[src/rtl/asid_tlb_pkg.sv]
`timescale 1ns/1ps
package asid_tlb_pkg;

  localparam int VPN_W   = 20;
  localparam int SEC_LSB = 10;
  localparam int GRP_LSB = 2;
  localparam int ASID_MAX_W = 7;

  typedef enum logic [1:0] {
    INV_ALL     = 2'd0,
    INV_NONE    = 2'd1,
    INV_SECTION = 2'd2,
    INV_GROUP   = 2'd3
  } inv_kind_e;

  typedef struct packed {
    logic                   active;
    inv_kind_e              kind;
    logic                   asid_en;
    logic [ASID_MAX_W-1:0]  asid;
    logic [VPN_W-1:0]       vpn;
  } inv_req_t;

endpackage

[src/rtl/tlb_inv_decode.sv]
`timescale 1ns/1ps
module tlb_inv_decode
  import asid_tlb_pkg::*;
#(
  parameter bit NARROW_ASID = 1'b0
) (
  input  logic        inv_en,
  input  logic [31:0] inv_cmd,
  output inv_req_t    req
);

  logic [ASID_MAX_W-1:0] cmd_asid;

  generate
    if (NARROW_ASID) begin : g_narrow
      assign cmd_asid = {{(ASID_MAX_W-2){1'b0}}, inv_cmd[30:29]};
    end else begin : g_wide
      assign cmd_asid = inv_cmd[30:24];
    end
  endgenerate

  always_comb begin
    req.active  = inv_en;
    req.kind    = inv_kind_e'(inv_cmd[1:0]);
    req.asid_en = inv_cmd[31];
    req.asid    = cmd_asid;
    req.vpn     = inv_cmd[VPN_W-1:0];
  end

  logic unused_cmd_bits;
  assign unused_cmd_bits = ^inv_cmd;

endmodule

[src/rtl/tlb_line.sv]
`timescale 1ns/1ps
module tlb_line
  import asid_tlb_pkg::*;
#(
  parameter int IDX    = 0,
  parameter int AW     = 7,
  parameter int PFN_W  = 20,
  parameter int PERM_W = 3,
  parameter int CNT_W  = 4
) (
  input  logic              clk,
  input  logic              rst_n,
  input  logic [CNT_W-1:0]  active_cnt,
  input  logic [AW-1:0]     lk_asid,
  input  logic [VPN_W-1:0]  lk_vpn,
  input  inv_req_t          inv_req,
  input  logic              fill_en,
  input  logic              fill_we,
  input  logic [AW-1:0]     fill_asid,
  input  logic [VPN_W-1:0]  fill_vpn,
  input  logic [PFN_W-1:0]  fill_pfn,
  input  logic [PERM_W-1:0] fill_perm,
  output logic              in_use,
  output logic              lk_match,
  output logic              inv_match,
  output logic              fill_same,
  output logic [PFN_W-1:0]  pfn,
  output logic [PERM_W-1:0] perm
);

  localparam logic [CNT_W-1:0] MY_IDX = CNT_W'(IDX);

  logic              valid_q, valid_d;
  logic [AW-1:0]     asid_q;
  logic [VPN_W-1:0]  vpn_q;
  logic [PFN_W-1:0]  pfn_q;
  logic [PERM_W-1:0] perm_q;
  logic              kind_hit;
  logic              asid_ok;

  assign in_use = (MY_IDX < active_cnt);

  always_comb begin
    case (inv_req.kind)
      INV_ALL:     kind_hit = 1'b1;
      INV_SECTION: kind_hit = (vpn_q[VPN_W-1:SEC_LSB] == inv_req.vpn[VPN_W-1:SEC_LSB]);
      INV_GROUP:   kind_hit = (vpn_q[VPN_W-1:GRP_LSB] == inv_req.vpn[VPN_W-1:GRP_LSB]);
      default:     kind_hit = 1'b0;
    endcase
  end

  assign asid_ok   = !inv_req.asid_en || (asid_q == inv_req.asid[AW-1:0]);
  assign inv_match = inv_req.active && valid_q && kind_hit && asid_ok;
  assign fill_same = valid_q && (vpn_q == fill_vpn) && (asid_q == fill_asid);
  assign lk_match  = in_use && valid_q && (vpn_q == lk_vpn) && (asid_q == lk_asid);

  always_comb begin
    valid_d = valid_q;
    if (inv_match || (fill_en && fill_same && !fill_we)) valid_d = 1'b0;
    if (fill_we) valid_d = 1'b1;
  end

  always_ff @(posedge clk or negedge rst_n) begin
    if (!rst_n) valid_q <= 1'b0;
    else        valid_q <= valid_d;
  end

  always_ff @(posedge clk) begin
    if (fill_we) begin
      asid_q <= fill_asid;
      vpn_q  <= fill_vpn;
      pfn_q  <= fill_pfn;
      perm_q <= fill_perm;
    end
  end

  assign pfn  = pfn_q;
  assign perm = perm_q;

  logic unused_inv_bits;
  assign unused_inv_bits = ^inv_req;


  inv_clears_chk: assert property (@(posedge clk) disable iff (!rst_n)
    (inv_match && !fill_we) |=> !lk_match);


  fill_sets_chk: assert property (@(posedge clk) disable iff (!rst_n)
    fill_we |=> valid_q);

endmodule

[src/rtl/tlb_victim.sv]
`timescale 1ns/1ps
module tlb_victim #(
  parameter int NUM_LINES = 8,
  parameter int IDX_W     = 3,
  parameter int CNT_W     = 4
) (
  input  logic             clk,
  input  logic             rst_n,
  input  logic [CNT_W-1:0] active_cnt,
  input  logic             advance,
  output logic [IDX_W-1:0] victim
);

  logic [IDX_W-1:0] ptr_q, ptr_d;
  logic [CNT_W-1:0] nxt;

  assign victim = (CNT_W'(ptr_q) < active_cnt) ? ptr_q : '0;
  assign nxt    = CNT_W'(victim) + CNT_W'(1);

  always_comb begin
    ptr_d = ptr_q;
    if (advance) ptr_d = (nxt >= active_cnt) ? '0 : IDX_W'(nxt);
  end

  always_ff @(posedge clk or negedge rst_n) begin
    if (!rst_n)       ptr_q <= '0;
    else if (advance) ptr_q <= ptr_d;
  end


  ptr_range_chk: assert property (@(posedge clk) disable iff (!rst_n)
    (advance && active_cnt != '0) |=> (CNT_W'(ptr_q) < $past(active_cnt)));

endmodule

[src/rtl/asid_tlb.sv]
`timescale 1ns/1ps
module asid_tlb
  import asid_tlb_pkg::*;
#(
  parameter int NUM_LINES   = 8,
  parameter bit NARROW_ASID = 1'b0,
  parameter int PFN_W       = 20,
  parameter int PERM_W      = 3,
  localparam int CNT_W      = $clog2(NUM_LINES + 1)
) (
  input  logic              clk,
  input  logic              rst_n,
  input  logic [CNT_W-1:0]  cfg_active,
  input  logic [6:0]        lk_asid,
  input  logic [31:0]       lk_vaddr,
  output logic              lk_hit,
  output logic [PFN_W-1:0]  lk_pfn,
  output logic [PERM_W-1:0] lk_perm,
  input  logic              fill_en,
  input  logic [6:0]        fill_asid,
  input  logic [19:0]       fill_vpn,
  input  logic [PFN_W-1:0]  fill_pfn,
  input  logic [PERM_W-1:0] fill_perm,
  input  logic              inv_en,
  input  logic [31:0]       inv_cmd
);

  localparam int IDX_W = (NUM_LINES > 1) ? $clog2(NUM_LINES) : 1;
  localparam int AW    = NARROW_ASID ? 2 : 7;

  logic [CNT_W-1:0]     act_eff;
  inv_req_t             inv_req;
  logic [NUM_LINES-1:0] in_use_v, lk_match_v, inv_match_v, fill_same_v;
  logic [NUM_LINES-1:0] hit_vec, act_match, vic_dec, fill_sel, fill_we_v;
  logic [PFN_W-1:0]     pfn_a  [NUM_LINES];
  logic [PERM_W-1:0]    perm_a [NUM_LINES];
  logic [IDX_W-1:0]     victim;
  logic                 have_match, advance;

  assign act_eff = (cfg_active > CNT_W'(NUM_LINES)) ? CNT_W'(NUM_LINES) : cfg_active;

  tlb_inv_decode #(.NARROW_ASID(NARROW_ASID)) u_dec (
    .inv_en  (inv_en),
    .inv_cmd (inv_cmd),
    .req     (inv_req)
  );

  tlb_victim #(.NUM_LINES(NUM_LINES), .IDX_W(IDX_W), .CNT_W(CNT_W)) u_victim (
    .clk        (clk),
    .rst_n      (rst_n),
    .active_cnt (act_eff),
    .advance    (advance),
    .victim     (victim)
  );

  generate
    for (genvar gi = 0; gi < NUM_LINES; gi++) begin : g_line
      tlb_line #(
        .IDX(gi), .AW(AW), .PFN_W(PFN_W), .PERM_W(PERM_W), .CNT_W(CNT_W)
      ) u_line (
        .clk        (clk),
        .rst_n      (rst_n),
        .active_cnt (act_eff),
        .lk_asid    (lk_asid[AW-1:0]),
        .lk_vpn     (lk_vaddr[31:12]),
        .inv_req    (inv_req),
        .fill_en    (fill_en),
        .fill_we    (fill_we_v[gi]),
        .fill_asid  (fill_asid[AW-1:0]),
        .fill_vpn   (fill_vpn),
        .fill_pfn   (fill_pfn),
        .fill_perm  (fill_perm),
        .in_use     (in_use_v[gi]),
        .lk_match   (lk_match_v[gi]),
        .inv_match  (inv_match_v[gi]),
        .fill_same  (fill_same_v[gi]),
        .pfn        (pfn_a[gi]),
        .perm       (perm_a[gi])
      );
    end
  endgenerate

  // Fill target: resident key in service first, else the round-robin victim.
  always_comb begin
    act_match  = fill_same_v & in_use_v;
    have_match = |act_match;
    vic_dec    = '0;
    if (!have_match && act_eff != '0) vic_dec[victim] = 1'b1;
    fill_sel   = have_match ? act_match : vic_dec;
    fill_we_v  = {NUM_LINES{fill_en}} & fill_sel;
    advance    = fill_en && !have_match && (act_eff != '0);
  end

  // Lookup: lines being cleared this cycle are masked out.
  assign hit_vec = lk_match_v & ~inv_match_v;
  assign lk_hit  = |hit_vec;

  always_comb begin
    lk_pfn  = '0;
    lk_perm = '0;
    for (int i = 0; i < NUM_LINES; i++) begin
      if (hit_vec[i]) begin
        lk_pfn  = lk_pfn  | pfn_a[i];
        lk_perm = lk_perm | perm_a[i];
      end
    end
  end

  logic unused_top_bits;
  assign unused_top_bits = ^{lk_vaddr[11:0], lk_asid, fill_asid};


  single_hit_chk: assert property (@(posedge clk) disable iff (!rst_n)
    $onehot0(hit_vec));


  single_target_chk: assert property (@(posedge clk) disable iff (!rst_n)
    $onehot0(fill_same_v & in_use_v));


  flush_blocks_hit_chk: assert property (@(posedge clk) disable iff (!rst_n)
    (inv_en && inv_cmd[1:0] == 2'b00 && !inv_cmd[31]) |-> !lk_hit);

endmodule

[config.mk]
export PLATFORM = sky130hd
export DESIGN_NAME = asid_tlb
export DESIGN_NICKNAME = d
export VERILOG_FILES = /design/src/rtl/asid_tlb_pkg.sv /design/src/rtl/tlb_inv_decode.sv /design/src/rtl/tlb_line.sv /design/src/rtl/tlb_victim.sv /design/src/rtl/asid_tlb.sv
export SDC_FILE = /design/constraint.sdc
export NUM_CORES = 1
export LEC_CHECK = 0
export BUFFER_PORTS_ARGS = -buffer_cell sky130_fd_sc_hd__buf_2
export CAP_MARGIN = 20
export CORE_ASPECT_RATIO = 1.25
export CORE_MARGIN = 10
export CORE_UTILIZATION = 50
export DETAILED_ROUTE_END_ITERATION = 10
export PLACE_DENSITY = 0.8
export SETUP_SLACK_MARGIN = 0.5
export SLEW_MARGIN = 20
export SYNTH_ARGS = -nofsm -noshare
export SYNTH_HDL_FRONTEND = slang
export SYNTH_HIERARCHICAL = 1
export SYNTH_SLANG_ARGS = --single-unit
[constraint.sdc]
create_clock -name clk -period 4 [get_ports clk]
set_input_delay 0.6 -clock clk [delete_from_list [all_inputs] [get_ports clk]]
set_output_delay 0.6 -clock clk [all_outputs]
set_load 0.05 [all_outputs]
After elaboration in Yosys (flattened, before gate mapping)
Cells that the tools add are included.
W data, S select, Z words.
{ "totals": {"ff_bits": 411, "input_bits": 129, "output_inout_bits": 24, "wordCells": 300} }
{ "op_classes": {"addsub": 1, "n_lt_le_gt_ge": 13, "n_eq_ne": 58, "n_mux": 47, "bitwise_logic": 18, "n_reduce_logical": 122} }
{ "ops": {"columns": ["cell", "n"], "rows": [
  ["$eq A20 B20 Y1", 16],
  ["$eq A7 B7 Y1", 24],
  ["$mux W20", 8],
  ["$eq A18 B18 Y1", 8],
  ["$or A20 B20 Y20", 7],
  ["$logic_and A1 B1 Y1", 84],
  ["$eq A10 B10 Y1", 8],
  ["$mux W3", 10],
  ["$and A8 B8 Y8", 3],
  ["$pmux W1 S3", 8],
  ["$or A3 B3 Y3", 7],
  ["$mux W1", 17],
  ["$logic_or A1 B1 Y1", 16],
  ["$lt A3 B4 Y1 const A", 4],
  ["$mux W8", 2],
  ["$reduce_bool A2 Y1", 8],
  ["$reduce_or A8 Y1", 2],
  ["$logic_not A1 Y1", 10],
  ["$lt A1 B4 Y1 const A", 2],
  ["$lt A2 B4 Y1 const A", 2],
  ["$not A8 Y8", 1],
  ["$add A3 B1 Y4 const B", 1],
  ["$eq A2 B2 Y1 const B", 2],
  ["$ge A4 B4 Y1", 1],
  ["8 further kinds", 8]
]} }

Depth between registers and ports, before layout
{ "logic_depth": {"depth_word": 22, "depth_mapped": 14, "depth_no_buf": 14} }

By module
Netlist, hierarchy kept.
{ "modules_own_cells": {"columns": ["mod", "instances", "cells_per_inst", "area_each_um2", "seq_area_each_um2"], "rows": [
  ["tlb_line at g_line[0].u_line ...", 3, 165, 2436.1, 1526.5],
  ["tlb_line at g_line[1].u_line ...", 2, 165, 2434.8, 1526.5],
  ["tlb_line at g_line[4].u_line", 1, 166, 2442.3, 1526.5],
  ["tlb_line at g_line[6].u_line", 1, 165, 2439.8, 1526.5],
  ["tlb_line at g_line[2].u_line", 1, 165, 2437.3, 1526.5],
  ["asid_tlb", 1, 194, 1316.3, 0.0],
  ["tlb_victim", 1, 36, 347.8, 75.1],
  ["tlb_inv_decode", 1, 31, 232.7, 0.0]
]} }

Worst setup path before layout
Ideal clock, no wire load.
{ "synth_path": {"path_kind": "input to register", "start": "input port cfg_active[1]", "end": "register g_line[7].u_line.asid_q[0] (enable)", "setup_time_ns": 0.465, "arrival_time_ns": 4.476, "t_required_ns": 3.535, "setup_slack_ns": -0.941, "cell_stages": 9, "path_buffers": 0, "path_cell_list": "nor2b_1 > inv_1 > ha_1 > a211oi_2 > nor3_1 > nor2_1 > and4_1 > nand2_1 > o21ai_1"} }
{ "synth_via": {"elab_chain_cells": 11, "word_cells_on_any_way": 25, "classes_between": "order compare: 12; mux: 6; bitwise: 2; reduce/logical: 5"} }
{ "synth_rtl": {"columns": ["element", "line_no", "rtl"], "rows": [
  ["start, declared", "asid_tlb.sv:13", "input logic [CNT_W-1:0] cfg_active,"],
  ["$gt A4 B4 Y1", "asid_tlb.sv:40", "assign act_eff = (cfg_active > CNT_W'(NUM_LINES)) ? CNT_W'(NUM_LINES) : cfg_active;"],
  ["$mux W4 (*)", "asid_tlb.sv:40", null],
  ["$lt A3 B4 Y1 (*)", "tlb_victim.sv:17", "assign victim = (CNT_W'(ptr_q) < active_cnt) ? ptr_q : '0;"],
  ["$mux W3 (*)", "tlb_victim.sv:17", null],
  ["net victim[0]", "asid_tlb.sv:37", "logic [IDX_W-1:0] victim;"],
  ["$lt A3 B4 Y1 (implied by the code) / $ge A3 B1 Y1 (equally long branches)", "asid_tlb.sv:88", "if (!have_match && act_eff != '0) vic_dec[victim] = 1'b1;"],
  ["$logic_and A1 B1 Y1 (implied by the code)", "asid_tlb.sv:88", null],
  ["$mux W1 (implied by the code)", "asid_tlb.sv:88", null],
  ["$demux W1 S3 (*)", "asid_tlb.sv:88", null],
  ["$mux W8 (*)", "asid_tlb.sv:88", null],
  ["$mux W8 (*)", "asid_tlb.sv:89", "fill_sel = have_match ? act_match : vic_dec;"],
  ["$and A8 B8 Y8 (*)", "asid_tlb.sv:90", "fill_we_v = {NUM_LINES{fill_en}} & fill_sel;"],
  ["net fill_we_v[7]", "asid_tlb.sv:34", "logic [NUM_LINES-1:0] hit_vec, act_match, vic_dec, fill_sel, fill_we_v;"],
  ["end signal, assigned", "tlb_line.sv:70", "asid_q <= fill_asid;"],
  ["end, declared", "tlb_line.sv:34", "logic [AW-1:0] asid_q;"]
]} }
Mark *: on every way through the listed nets, which the timed path passes. The rest lies on a longest branch.
A chain may end at the register's enable or synchronous reset.

Final worst setup path
{ "layout_path": {"start": "register g_line[0].u_line.vpn_q[15]", "end": "output port lk_pfn[3]"} }
{ "layout_via": {"word_cells_on_any_way": 25, "classes_between": "eq/ne: 3; mux: 9; bitwise: 9; reduce/logical: 4"} }
{ "layout_lines": {"columns": ["element", "line_no", "rtl"], "rows": [
  ["start, declared", "tlb_line.sv:35", "logic [VPN_W-1:0] vpn_q;"],
  ["start signal, assigned", "tlb_line.sv:71", "vpn_q <= fill_vpn;"],
  ["$eq A20 B20 Y1 (*)", "tlb_line.sv:55", "assign lk_match = in_use && valid_q && (vpn_q == lk_vpn) && (asid_q == lk_asid);"],
  ["$logic_and A1 B1 Y1 (*) (2 in a row)", "tlb_line.sv:55", null],
  ["net lk_match_v[0]", "asid_tlb.sv:33", "logic [NUM_LINES-1:0] in_use_v, lk_match_v, inv_match_v, fill_same_v;"],
  ["$and A8 B8 Y8 (*)", "asid_tlb.sv:95", "assign hit_vec = lk_match_v & ~inv_match_v;"],
  ["$mux W20 (*)", "asid_tlb.sv:102", "if (hit_vec[i]) begin"],
  ["$or A20 B20 Y20", "asid_tlb.sv:103", "lk_pfn = lk_pfn | pfn_a[i];"],
  ["$mux W20 (*)", "asid_tlb.sv:102", null],
  ["$or A20 B20 Y20", "asid_tlb.sv:103", null],
  ["(+3 left out)", null, null],
  ["$or A20 B20 Y20", "asid_tlb.sv:103", null],
  ["$mux W20 (*)", "asid_tlb.sv:102", null],
  ["$or A20 B20 Y20", "asid_tlb.sv:103", null],
  ["$mux W20 (*)", "asid_tlb.sv:102", null],
  ["$or A20 B20 Y20", "asid_tlb.sv:103", null],
  ["$mux W20 (*)", "asid_tlb.sv:102", null],
  ["$or A20 B20 Y20", "asid_tlb.sv:103", null],
  ["$mux W20 (*)", "asid_tlb.sv:102", null],
  ["end, declared", "asid_tlb.sv:17", "output logic [PFN_W-1:0] lk_pfn,"]
]} }
Marks and branches as above.

==> summary.txt <==
Route
  • Routed WL per cell: 33.8 microns
  • DRT Wirelength: 86,400 microns
  • Drt drc: 0
  • Vias: 16,400
  • DRT Pass-1 Iters: 5
  • Initial DRC count: 2,295
  • Antenna viol nets, final: 0
  • Avg Vias per Cell: 6.41

CTS
  • Clock-pin slew on the worst setup and hold paths: 70 ps
  • Largest buffer count on any clock path: 3
  • H-Tree Depth: 2
  • TritonCTS clock tree: done
  • Clk_lat worst skew: 570 ps
  • Clk root buf: clkbuf_16
  • Total CTS buffers: 43
  • CTS sink count: 411

Setup path
  • Most used cell, CP: buf_4
  • Kind of critical path: flop to output port
  • R2R Setup Slk: 510 ps
  • Crit. End Element: output port
  • Crit path cell chain: buf_6 > xor2_1 > nor4_1 > buf_4 > nand4_1 > nor4_4 > buf_4 > nor2b_4 > buf_4 > buf_8 > a22oi_2 > nand4_1 > buf_6
  • Setup crit start kind: flop
  • CP arrival: 3450 ps
  • CP Data Required Time: 3400 ps
  • CP peak stage delay: 400 ps
  • CP max stage cell: edfxtp_1
  • CP max FO: 5

Global route
  • Total congestion overflow: 0
  • Vias in the first global route: 16,200
  • Total Routing Usage GR: 32.2%
  • Initial antenna violation count: 5
  • Global-route wire length before repair: 118,000 microns
  • Largest net degree at the start of global routing: 40

Die
  • Total die area: 51,500 sq um
  • Die X: 205 microns
  • # IOs: 153
  • Die Y: 251 microns
  • Initial Utilization: 50.7%
  • Core Region: 42,100 sq um
  • Rows: 84

Run status
  • Outcome: finished with violations
  • Failing checks: negative setup slack

Timing
  • Final Setup Violations: 13
  • Setup WS post-layout: -49.0 ps
  • RSZ-0062 raised after global routing: true
  • Final Skew: 26.3 ps
  • Max Slew Vio Count: 0
  • Final hold slack: 293 ps
  • Fmax: 247 MHz
  • Final min period: 4050 ps
  • Max-slew headroom at the worst pin: 40.2%
  • Final Hold Vio Count: 0
  • Worst-margin pin slew: 891 ps
  • Period utilization: 101%

Synthesis
  • Warnings from Yosys: 6
  • Syn_area_per_cell: 13.5 sq um
  • Post-Syn Nets: 1,716
  • Area of the mapped netlist: 21,400 sq um
  • Count of mapped cells out of synthesis: 1,580

Cells and area
  • Fin nets: 2,102
  • Share of post-route cells with drive strength above 1: 27.4%
  • Synth-to-Final Area Change: 26.3%
  • Fill cells: 3,032
  • Ant. Diodes: 0
  • Post-route cell area: 27,000 sq um
  • Final Core Density: 64.1%

Placement
  • DP Area: 24,400 sq um
  • DP Worst Slack: -28.6 ps
  • Gpl congestion: 1.12
  • PortBufs: 136
  • DP HPWL: 59,100 microns

Job
  • Max-cap violations: 0

Hold path
  • Hold Path Class: primary input to flop

Pwr
  • PD cells: 464 nW/um^2
  • VDD IR max: 0.487 mV
  • Leak Pwr: 9.13 nW
  • Tot Pwr: 12.5 mW
-- report_power, final --
group	leakage, nW	switching, mW	internal [mW]
clock network	0.686	1.78	2.36
registers	3.76	0.426	5.36
logic	4.68	1.56	1.04
-- metrics by stage --
step,setup TNS [ps],std cells
after global routing,-472,2559
after floorplan,0,1580
after CTS,0,2538
final,-291,2559
after global placement,-1050,2419
after detailed placement,-153,2419
-- path summary, 6_finish.rpt --
check,endpoint,cells after the start,from
max in group asynchronous,g_line[4].u_line/valid_q$_DFFE_PN0P_,2,rst_n
setup / recovery,lk_pfn[3],13,g_line[0].u_line/vpn_q[15]$_DFFE_PP_
hold reg to reg,u_victim/ptr_q[2]$_DFFE_PN0P_,1,u_victim/ptr_q[2]$_DFFE_PN0P_
min in group asynchronous,u_victim/ptr_q[2]$_DFFE_PN0P_,2,rst_n
setup reg to reg,u_victim/ptr_q[2]$_DFFE_PN0P_,12,g_line[1].u_line/vpn_q[3]$_DFFE_PP_
hold / removal,g_line[4].u_line/pfn[3]$_DFFE_PP_,1,fill_pfn[3]
-- worst max-delay path: cells and delay by family, from the launching register on --
family | cells | cell delay (ps)
buffers and inverters | 6 | 970
DFF | 1 | 400
xor gates and xnor gates | 1 | 160
AOI/OAI and AO/OA | 1 | 100
and+or+nand+nor | 5 | 1240
-- layer usage --
| metal | vias to the layer above | global-route usage [%] | share of wire (%) |
|---|---|---|---|
| met5 | - | 0 | 0.076 |
| met3 | 364 | 7.19 | 11 |
| met2 | 1292 | 51.6 | 47 |
| met4 | 10 | 22.9 | 8.9 |
| li1 | 6692 | - | - |
| met1 | 8043 | 37.6 | 33 |
-- layout make-up --
class	instances	area, sq um	area share [%]
clock inverter	24	284	1.05
tap	559	699	2.59
inverter	13	53.8	0.199
sequential	411	12300	45.5
clock buffer	55	1140	4.23
multi-input combinational	1106	9290	34.4
timing repair buffer	391	3250	12.0
-- placed cells by master (no fill, tap or decap), drive strengths merged, types with 11 or more instances in the layout --
master    n
a22oi    90
and2     16
buf     387
clkbuf   58
clkinv   14
dfrtp    11
edfxtp  400
inv      15
nand2    15
nand3    37
nand4   145
nor2b    14
nor3     14
nor4     50
o21ai    11
o41ai    16
xnor2   444
xor2    189
-- sequential cells by signal, indices dropped and copies added, names as in the netlist --
signal,cells
g_line.u_line/pfn,160
g_line.u_line/vpn_q,160
g_line.u_line/asid_q,56
g_line.u_line/perm,24
g_line.u_line/valid_q,8
u_victim/ptr_q,3
-- repair_timing --
| item | in CTS | in global routing |
|---|---|---|
| hold endpoints to repair | 7 | 0 |
| resized for setup | 97 | 46 |
| gates cloned | 2 | 3 |
| endpoints found under the setup margin | 52 | 193 |
| pin swaps | 44 | 37 |
| setup buffers | 37 | 18 |
| hold buffers | 1 | 0 |
No activity file was read; power rests on OpenSTA's default activity.
